$ cat src/rtl/usb_event_irq_pkg.sv
package usb_event_irq_pkg;
  localparam int REG_W          = 8;
  localparam int EVT_COUNT      = 6;
  localparam int IDX_SETUP_DATA = 0;
  localparam int IDX_SOF        = 1;
  localparam int IDX_SETUP_TOK  = 2;
  localparam int IDX_SUSPEND    = 3;
  localparam int IDX_BUS_RESET  = 4;
  localparam int IDX_HS_GRANT   = 5;

  // Strobes from the line-state control to the register datapath.
  typedef struct packed {
    logic busResetHit;
    logic idleHit;
  } lineEvt_t;
endpackage

$ cat src/rtl/usb_state_timer.sv
// Counts consecutive cycles of a condition; pulses once when the count reaches LIMIT.
module usb_state_timer #(
  parameter int LIMIT = 4
) (
  input  logic clk,
  input  logic rstN,
  input  logic active,
  output logic hit
);
  localparam int CW = $clog2(LIMIT + 1);
  localparam logic [CW-1:0] TOP  = CW'(LIMIT);
  localparam logic [CW-1:0] LAST = CW'(LIMIT - 1);

  logic [CW-1:0] count;

  always_ff @(posedge clk) begin
    if (!rstN)                count <= '0;
    else if (!active)         count <= '0;
    else if (count != TOP)    count <= count + 1'b1;  // saturate: one hit per episode
  end

  assign hit = active && (count == LAST);
endmodule

$ cat src/rtl/usb_line_monitor.sv
// Control: synchronizes the line and times single-ended-zero and idle episodes.
module usb_line_monitor
  import usb_event_irq_pkg::*;
#(
  parameter int SYNC_STAGES = 2,
  parameter int SE0_CYCLES  = 150,
  parameter int IDLE_CYCLES = 180000
) (
  input  logic     clk,
  input  logic     rstN,
  input  logic     dPlus,
  input  logic     dMinus,
  output lineEvt_t lineEvt
);
  localparam logic [1:0] LINE_K = 2'b01;  // {dPlus,dMinus}

  logic [1:0] syncQ [SYNC_STAGES];

  for (genvar g = 0; g < SYNC_STAGES; g++) begin : gSync
    if (g == 0) begin : gFirst
      always_ff @(posedge clk) begin
        if (!rstN) syncQ[g] <= LINE_K;
        else       syncQ[g] <= {dPlus, dMinus};
      end
    end else begin : gNext
      always_ff @(posedge clk) begin
        if (!rstN) syncQ[g] <= LINE_K;
        else       syncQ[g] <= syncQ[g-1];
      end
    end
  end

  logic [1:0] lineNow;
  logic       isSe0;
  logic       isIdle;

  assign lineNow = syncQ[SYNC_STAGES-1];
  assign isSe0   = (lineNow == 2'b00);
  assign isIdle  = (lineNow == 2'b10);

  usb_state_timer #(.LIMIT(SE0_CYCLES)) uSe0Timer (
    .clk(clk), .rstN(rstN), .active(isSe0), .hit(lineEvt.busResetHit)
  );

  usb_state_timer #(.LIMIT(IDLE_CYCLES)) uIdleTimer (
    .clk(clk), .rstN(rstN), .active(isIdle), .hit(lineEvt.idleHit)
  );
endmodule

$ cat src/rtl/usb_irq_datapath.sv
// Datapath: sticky request bits, enable register, read mux, combined interrupt.
module usb_irq_datapath
  import usb_event_irq_pkg::*;
(
  input  logic                 clk,
  input  logic                 rstN,
  input  lineEvt_t             lineEvt,
  input  logic                 setupDataStb,
  input  logic                 sofStb,
  input  logic                 setupTokenStb,
  input  logic                 hsGrantStb,
  input  logic                 regAddr,
  input  logic                 regWrEn,
  input  logic [EVT_COUNT-1:0] wrBits,
  output logic [EVT_COUNT-1:0] statusBits,
  output logic [EVT_COUNT-1:0] enableBits,
  output logic [REG_W-1:0]     regRdData,
  output logic                 irqOut
);
  localparam int PAD_W = REG_W - EVT_COUNT;

  logic [EVT_COUNT-1:0] setVec;
  logic [EVT_COUNT-1:0] clrMask;

  always_comb begin
    setVec                = '0;
    setVec[IDX_SETUP_DATA] = setupDataStb;
    setVec[IDX_SOF]        = sofStb;
    setVec[IDX_SETUP_TOK]  = setupTokenStb;
    setVec[IDX_SUSPEND]    = lineEvt.idleHit;
    setVec[IDX_BUS_RESET]  = lineEvt.busResetHit;
    setVec[IDX_HS_GRANT]   = hsGrantStb;
  end

  assign clrMask = (regWrEn && !regAddr) ? wrBits : '0;

  always_ff @(posedge clk) begin
    if (!rstN) begin
      statusBits <= '0;
      enableBits <= '0;
    end else begin
      statusBits <= (statusBits & ~clrMask) | setVec;  // set beats clear
      if (regWrEn && regAddr) enableBits <= wrBits;
    end
  end

  assign regRdData = regAddr ? {{PAD_W{1'b0}}, enableBits}
                             : {{PAD_W{1'b0}}, statusBits};
  assign irqOut    = |(statusBits & enableBits);
endmodule

$ cat src/rtl/usb_event_irq.sv
module usb_event_irq
  import usb_event_irq_pkg::*;
#(
  parameter int SYNC_STAGES = 2,
  parameter int SE0_CYCLES  = 150,
  parameter int IDLE_CYCLES = 180000
) (
  input  logic             clk,
  input  logic             rstN,
  input  logic             dPlus,
  input  logic             dMinus,
  input  logic             setupDataStb,
  input  logic             sofStb,
  input  logic             setupTokenStb,
  input  logic             hsGrantStb,
  input  logic             regAddr,
  input  logic             regWrEn,
  input  logic [REG_W-1:0] regWrData,
  output logic [REG_W-1:0] regRdData,
  output logic             irqOut
);
  lineEvt_t             lineEvt;
  logic [EVT_COUNT-1:0] statusBits;
  logic [EVT_COUNT-1:0] enableBits;
  logic                 unusedWrHi;

  assign unusedWrHi = ^regWrData[REG_W-1:EVT_COUNT];

  usb_line_monitor #(
    .SYNC_STAGES(SYNC_STAGES), .SE0_CYCLES(SE0_CYCLES), .IDLE_CYCLES(IDLE_CYCLES)
  ) uCtrl (
    .clk(clk), .rstN(rstN), .dPlus(dPlus), .dMinus(dMinus), .lineEvt(lineEvt)
  );

  usb_irq_datapath uDp (
    .clk(clk), .rstN(rstN), .lineEvt(lineEvt),
    .setupDataStb(setupDataStb), .sofStb(sofStb),
    .setupTokenStb(setupTokenStb), .hsGrantStb(hsGrantStb),
    .regAddr(regAddr), .regWrEn(regWrEn), .wrBits(regWrData[EVT_COUNT-1:0]),
    .statusBits(statusBits), .enableBits(enableBits),
    .regRdData(regRdData), .irqOut(irqOut)
  );
endmodule

$ cat config.mk
export PLATFORM = sky130hd
export DESIGN_NAME = usb_event_irq
export DESIGN_NICKNAME = d
export VERILOG_FILES = /design/src/rtl/usb_event_irq_pkg.sv /design/src/rtl/usb_state_timer.sv /design/src/rtl/usb_line_monitor.sv /design/src/rtl/usb_irq_datapath.sv /design/src/rtl/usb_event_irq.sv
export SDC_FILE = /design/constraint.sdc
export NUM_CORES = 1
export LEC_CHECK = 0
export BUFFER_PORTS_ARGS = -buffer_cell sky130_fd_sc_hd__clkbuf_2
export CAP_MARGIN = 15
export CORE_AREA = 4 4 60 90
export CTS_CLUSTER_DIAMETER = 40
export DETAILED_ROUTE_END_ITERATION = 8
export DIE_AREA = 0 0 64 94
export GPL_ROUTABILITY_DRIVEN = 0
export PLACE_DENSITY = 0.64
export SYNTH_ARGS = -nofsm -noshare
export SYNTH_HDL_FRONTEND = slang
export SYNTH_SLANG_ARGS = --single-unit
$ cat constraint.sdc
create_clock -name clk -period 3.25 [get_ports clk]
set_input_delay 0.4875 -clock clk [delete_from_list [all_inputs] [get_ports clk]]
set_output_delay 0.4875 -clock clk [all_outputs]
set_load 0.05 [all_outputs]
---- After elaboration in Yosys (flattened, before gate mapping) ----
Memories as Yosys holds them, arrays and structs flattened.
Index checks and enable logic that the tools add are counted.
cells by class
  add/subtract/negate cells ............... 2
  equal/unequal tests ..................... 5
  mux-type cells .......................... 6
  bitwise operators ....................... 6
  reduce and logical (&&, ||, !) cells .... 9
operators by type and width
  cell                   count
  $add 18x1->18 const B  1
  $eq 18x18->1 const B   1
  $ne 18x18->1 const B   1
  $and 6x6->6            2
  $mux 6                 2
  $add 8x1->8 const B    1
  $eq 8x8->1 const B     1
  $ne 8x8->1 const B     1
  $not 6->6              1
  $or 6x6->6             1
  $reduce_or 6->1        1
  $logic_and 1x1->1      4
  $mux 2                 2
  $reduce_and 2->1       2
  $eq 2x2->1 const B     1
  $logic_not 2->1        1
  $mux 1                 2
  $or 1x1->1             2
  $logic_not 1->1        1
word-level totals
  register bits ........................... 38
  bits in writable memories ............... 4
  input port bits ......................... 18
  output and inout bits ................... 9
  word-level logic and storage cells ...... 33
  memories ................................ 1
memories
  name         words  bits a word  rd ports  clocked after Yosys merged registers in  write ports  RTL line                text
  uCtrl.syncQ  2      2            2         0                                        2            usb_line_monitor.sv:17  logic [1:0] syncQ [SYNC_STAGES];

---- Depth between registers and ports, before layout ----
  depth after elaboration ................. 6
  depth in mapped cells ................... 6
  depth with buffers taken out ............ 6

---- Modules after synthesis ----
From an unflattened synthesis, not the netlist that was laid out.
second synthesis, totals
  cell total of the unflattened synthesis .. 228
  area, all modules ....................... 2045.7 sq um
modules (own cells, without submodules)
  module                               times used  cells an instance  area an instance (sq um)  sequential area each (sq um)
  usb_state_timer at uCtrl.uIdleTimer  1           104                893.4                     360.3
  usb_irq_datapath                     1           66                 629.4                     240.2
  usb_state_timer at uCtrl.uSe0Timer   1           48                 407.9                     160.2
  usb_line_monitor                     1           10                 115.1                     80.1

---- Worst setup path after synthesis ----
Ideal clock, no wire load.
  path type ............................... input to output
  from .................................... input port regAddr
  to ...................................... output port regRdData[1]
  arrival time ............................ 1261 ps
  data required time ...................... 2762 ps
  slack ................................... 1501 ps
  cell stages on the path ................. 2
  buffers on the path ..................... 1
  cells stage by stage .................... clkbuf_1 > mux2_2
on the way
  longest elaborated chain between the ends .. 1
ends and longest elaborated chain
  element      RTL line                text
  from (decl)  usb_event_irq.sv:16     input logic regAddr,
  $mux 6       usb_irq_datapath.sv:47  assign regRdData = regAddr ? {{PAD_W{1'b0}}, enableBits}
  to (decl)    usb_event_irq.sv:19     output logic [REG_W-1:0] regRdData,
No other way between the ends.

---- Worst setup path in the final report ----
  from .................................... input port regAddr
  to ...................................... output port regRdData[3]
Same word-level chain as after synthesis.

==> impl_metrics.py <==
metrics = {
    "worst_setup_path": {
        "critical_path.slowest_cell": "mux2_2",
        "crit_chain": "clkbuf_2 > mux2_2 > clkbuf_2",
        "critPathCaptureType": "output pin",
        "setup.worst_path.class": "input pin to output pin",
        "arrival_ns": 1.38,
        "r2r_slack_ns": 1.46,
        "critPathMaxFanout": 14,
        "startpoint_type": "input pin",
        "crit_path_max_incr_delay_ns": 0.38,
        "crit_top_cell": "clkbuf_2",
        "cp.required_ns": 2.76,
    },
    "clocking": {
        "cts_tree": "done",
        "post-cts-setup-buffers": 0,
        "cts_resized": 0,
        "cts-root-buf": "clkbuf_8",
        "numCtsBuffers": 5,
        "clk_pin_slew_ns": 0.08,
        "htree_levels": 2,
        "clock_sinks": 42,
        "insertion_delay_ns": 0.29,
        "hold_buffers": 0,
        "cts_buffer_depth": 2,
    },
    "route": {
        "drt_first_pass_iters": 4,
        "finalWirelength_um": 3827,
        "drt_first_iter_violations": 44,
        "detail-route-antenna-nets": 0,
        "wl_per_cell_um": 12.31,
        "viasPerCell": 5.180,
        "drc": 0,
        "vias": 1611,
    },
    "pwr": {
        "p_seq_share_pct": 52.2,
        "switching_power_w": 0.0002391,
        "max-vdd-ir-drop_mv": 0.2964,
        "p_leak_nw": 0.7938,
        "internal_power_w": 0.0007755,
        "powerDensity_nw_per_um2": 443.4,
        "switching_share_pct": 23.57,
        "pwr-share-comb_pct": 6.8,
        "clockPowerShare_pct": 40.9,
    },
    "layout": {
        "insertedDiodeCount": 0,
        "final_core_util_pct": 48.76,
        "drive_gt1_share_pct": 18.78,
        "syn2layout_area_growth_pct": 13.11,
        "finalNetCount": 267,
    },
    "timing": {
        "finalCriticalPeriod_ns": 1.866,
        "rsz0062_at_grt": "no",
        "clock_skew_ns": 0.002976,
        "max_freq_mhz": 535.8,
        "tns_ns": 0,
        "hold_viol": 0,
        "finalMaxSlewViolations": 0,
        "setup_violations": 0,
        "hold_slack_ns": 0.3641,
        "finalCritPeriodShare_pct": 57.42,
        "slew_headroom_pct": 49.03,
        "worst_slew_pin_slew_ns": 0.7623,
    },
    "synth": {
        "netlist_area_um2": 2023,
        "synth_cell_type_count": 40,
        "avgSynthCellArea_um2": 9.113,
        "synth_seq_cells": 42,
        "yosysWarnings": 0,
        "synth_cells": 222,
        "seq_area_frac_synth_pct": 41.56,
    },
    "outcome": {
        "outcome": "completed",
    },
    "global_routing": {
        "overflow": 0,
        "antenna_found_initial": 0,
        "grt_use_met2_pct": 23.99,
        "grt.busiest_layer": "met2",
        "grt_pass1_wl_um": 6913,
        "grt_pass1_vias": 1566,
        "grt_max_degree": 20,
        "grt_usage_pct": 14.31,
        "met3_usage_pct": 3.234,
        "use_met1_pct": 17.26,
    },
    "place": {
        "port-buffer-count": 22,
        "hpwl_um": 2711,
    },
    "min_path": {
        "min_path_type": "input pin to flip-flop",
    },
    "floorplan": {
        "start_util_pct": 43.11,
        "fp.dieW_um": 64,
        "core_area_um2": 4693,
        "row_count": 31,
        "dieHeight_um": 94,
        "boundaryPins": 27,
        "dieArea_um2": 6016,
    },
    "flow_run": {
        "maxCapViolations": 0,
    },
}
sequential cells by signal, summed over array words and instances, names as in the netlist:
name	flops
uCtrl.syncQ	4
uCtrl.uIdleTimer.count	18
uCtrl.uSe0Timer.count	8
uDp.enableBits	6
uDp.statusBits	6
placed cells by master, fill, tap and decap left out, types with 8 or more instances in the layout:
cell type	synthesis	layout
nor3_1	9	9
a21boi_0	8	8
clkbuf_2	0	22
nor2_1	18	18
xnor2_1	12	12
inv_1	8	8
dfxtp_1	42	42
nand3_1	15	15
a21oi_1	11	11
nand2_1	17	17
worst paths after layout:
check                                 start                    endpoint  depth (start not counted)
setup / recovery                    regAddr                regRdData[3]                          3
hold / removal                       dMinus           uCtrl.syncQ[0][0]                          2
setup reg to reg  uCtrl.uIdleTimer.count[5]  uCtrl.uIdleTimer.count[17]                          4
hold reg to reg           uCtrl.syncQ[0][0]           uCtrl.syncQ[1][0]                          1
power groups by stage:
stage | logic [W] | registers, W | clock network (W)
floorplan | 0.0000528 | 0.000541 | 0
global placement | 0.0000693 | 0.000542 | 0
detailed placement | 0.0000697 | 0.000542 | 0
CTS | 0.0000700 | 0.000530 | 0.000426
global route | 0.0000755 | 0.000532 | 0.000449
finish | 0.0000691 | 0.000530 | 0.000415
per-layer routing:
layer | part of all wire [%] | wire [um]
met5 | 0 | 0
met4 | 1.5 | 58
met3 | 3.0 | 114
met2 | 51 | 1968
met1 | 44 | 1686
cell families after synthesis:
| kind of cell | count (synthesis) | synth area share, % |
|---|---|---|
| AOI/OAI and AO/OA | 33 | 10.57 |
| xor gates and xnor gates | 18 | 7.792 |
| adders and majority gates | 5 | 3.092 |
| buffers and inverters | 16 | 3.710 |
| DFF | 42 | 41.56 |
| muxes | 6 | 3.339 |
| other | 1 | 0.1854 |
| and+or+nand+nor | 101 | 29.75 |
worst max-delay path, delay by kind of cell:
kind	cells	cell delay (ns)
buf+inv	2	0.51
mux	1	0.38
stage by stage:
step                std cells  total power, W  instance area [um^2]  setup slack [ns]
floorplan                 223       0.0005934                  2027             1.501
global placement          303       0.0006115                  2175             1.246
detailed placement        303       0.0006119                  2175             1.199
CTS                       311        0.001027                  2288             1.391
global route              311        0.001056                  2288             1.322
finish                    311        0.001015                  2288             1.384
synth_stat cells, drive strengths merged:
master	number	area share, %
mux2	6	3.3
xnor2	12	5.2
a22oi	3	1.1
a211oi	3	1.4
nor4	7	4.1
a21boi	8	3.0
buf	3	1.3
a31o	1	0.43
nand3	16	4.6
xor2	6	2.6
conb	1	0.19
or3	3	0.93
o21a	2	0.74
nor4bb	1	0.49
dfxtp	42	42
ha	5	3.1
or4	1	0.37
nor4b	1	0.74
nor3	9	2.2
and3	4	1.2
nand4	8	3.1
and2	3	0.93
nor2	18	3.3
nand2	17	3.2
and4	2	0.87
o21ai	5	1.2
or4b	1	0.49
inv	8	1.5
nand3b	1	0.37
nand2b	3	0.93
a21oi	11	2.7
nor2b	6	1.9
clkbuf	5	0.93
final cells by class:
class	count	area [um^2]
clock buffers	5	68.82
clock inverters	3	45.04
fillers	476	2405
inverters	8	30.03
multi-input cells	165	1111
flip-flops and latches	42	840.8
well taps	66	82.58
repair buffers	22	110.1
Power figures use the tool's default switching activity.
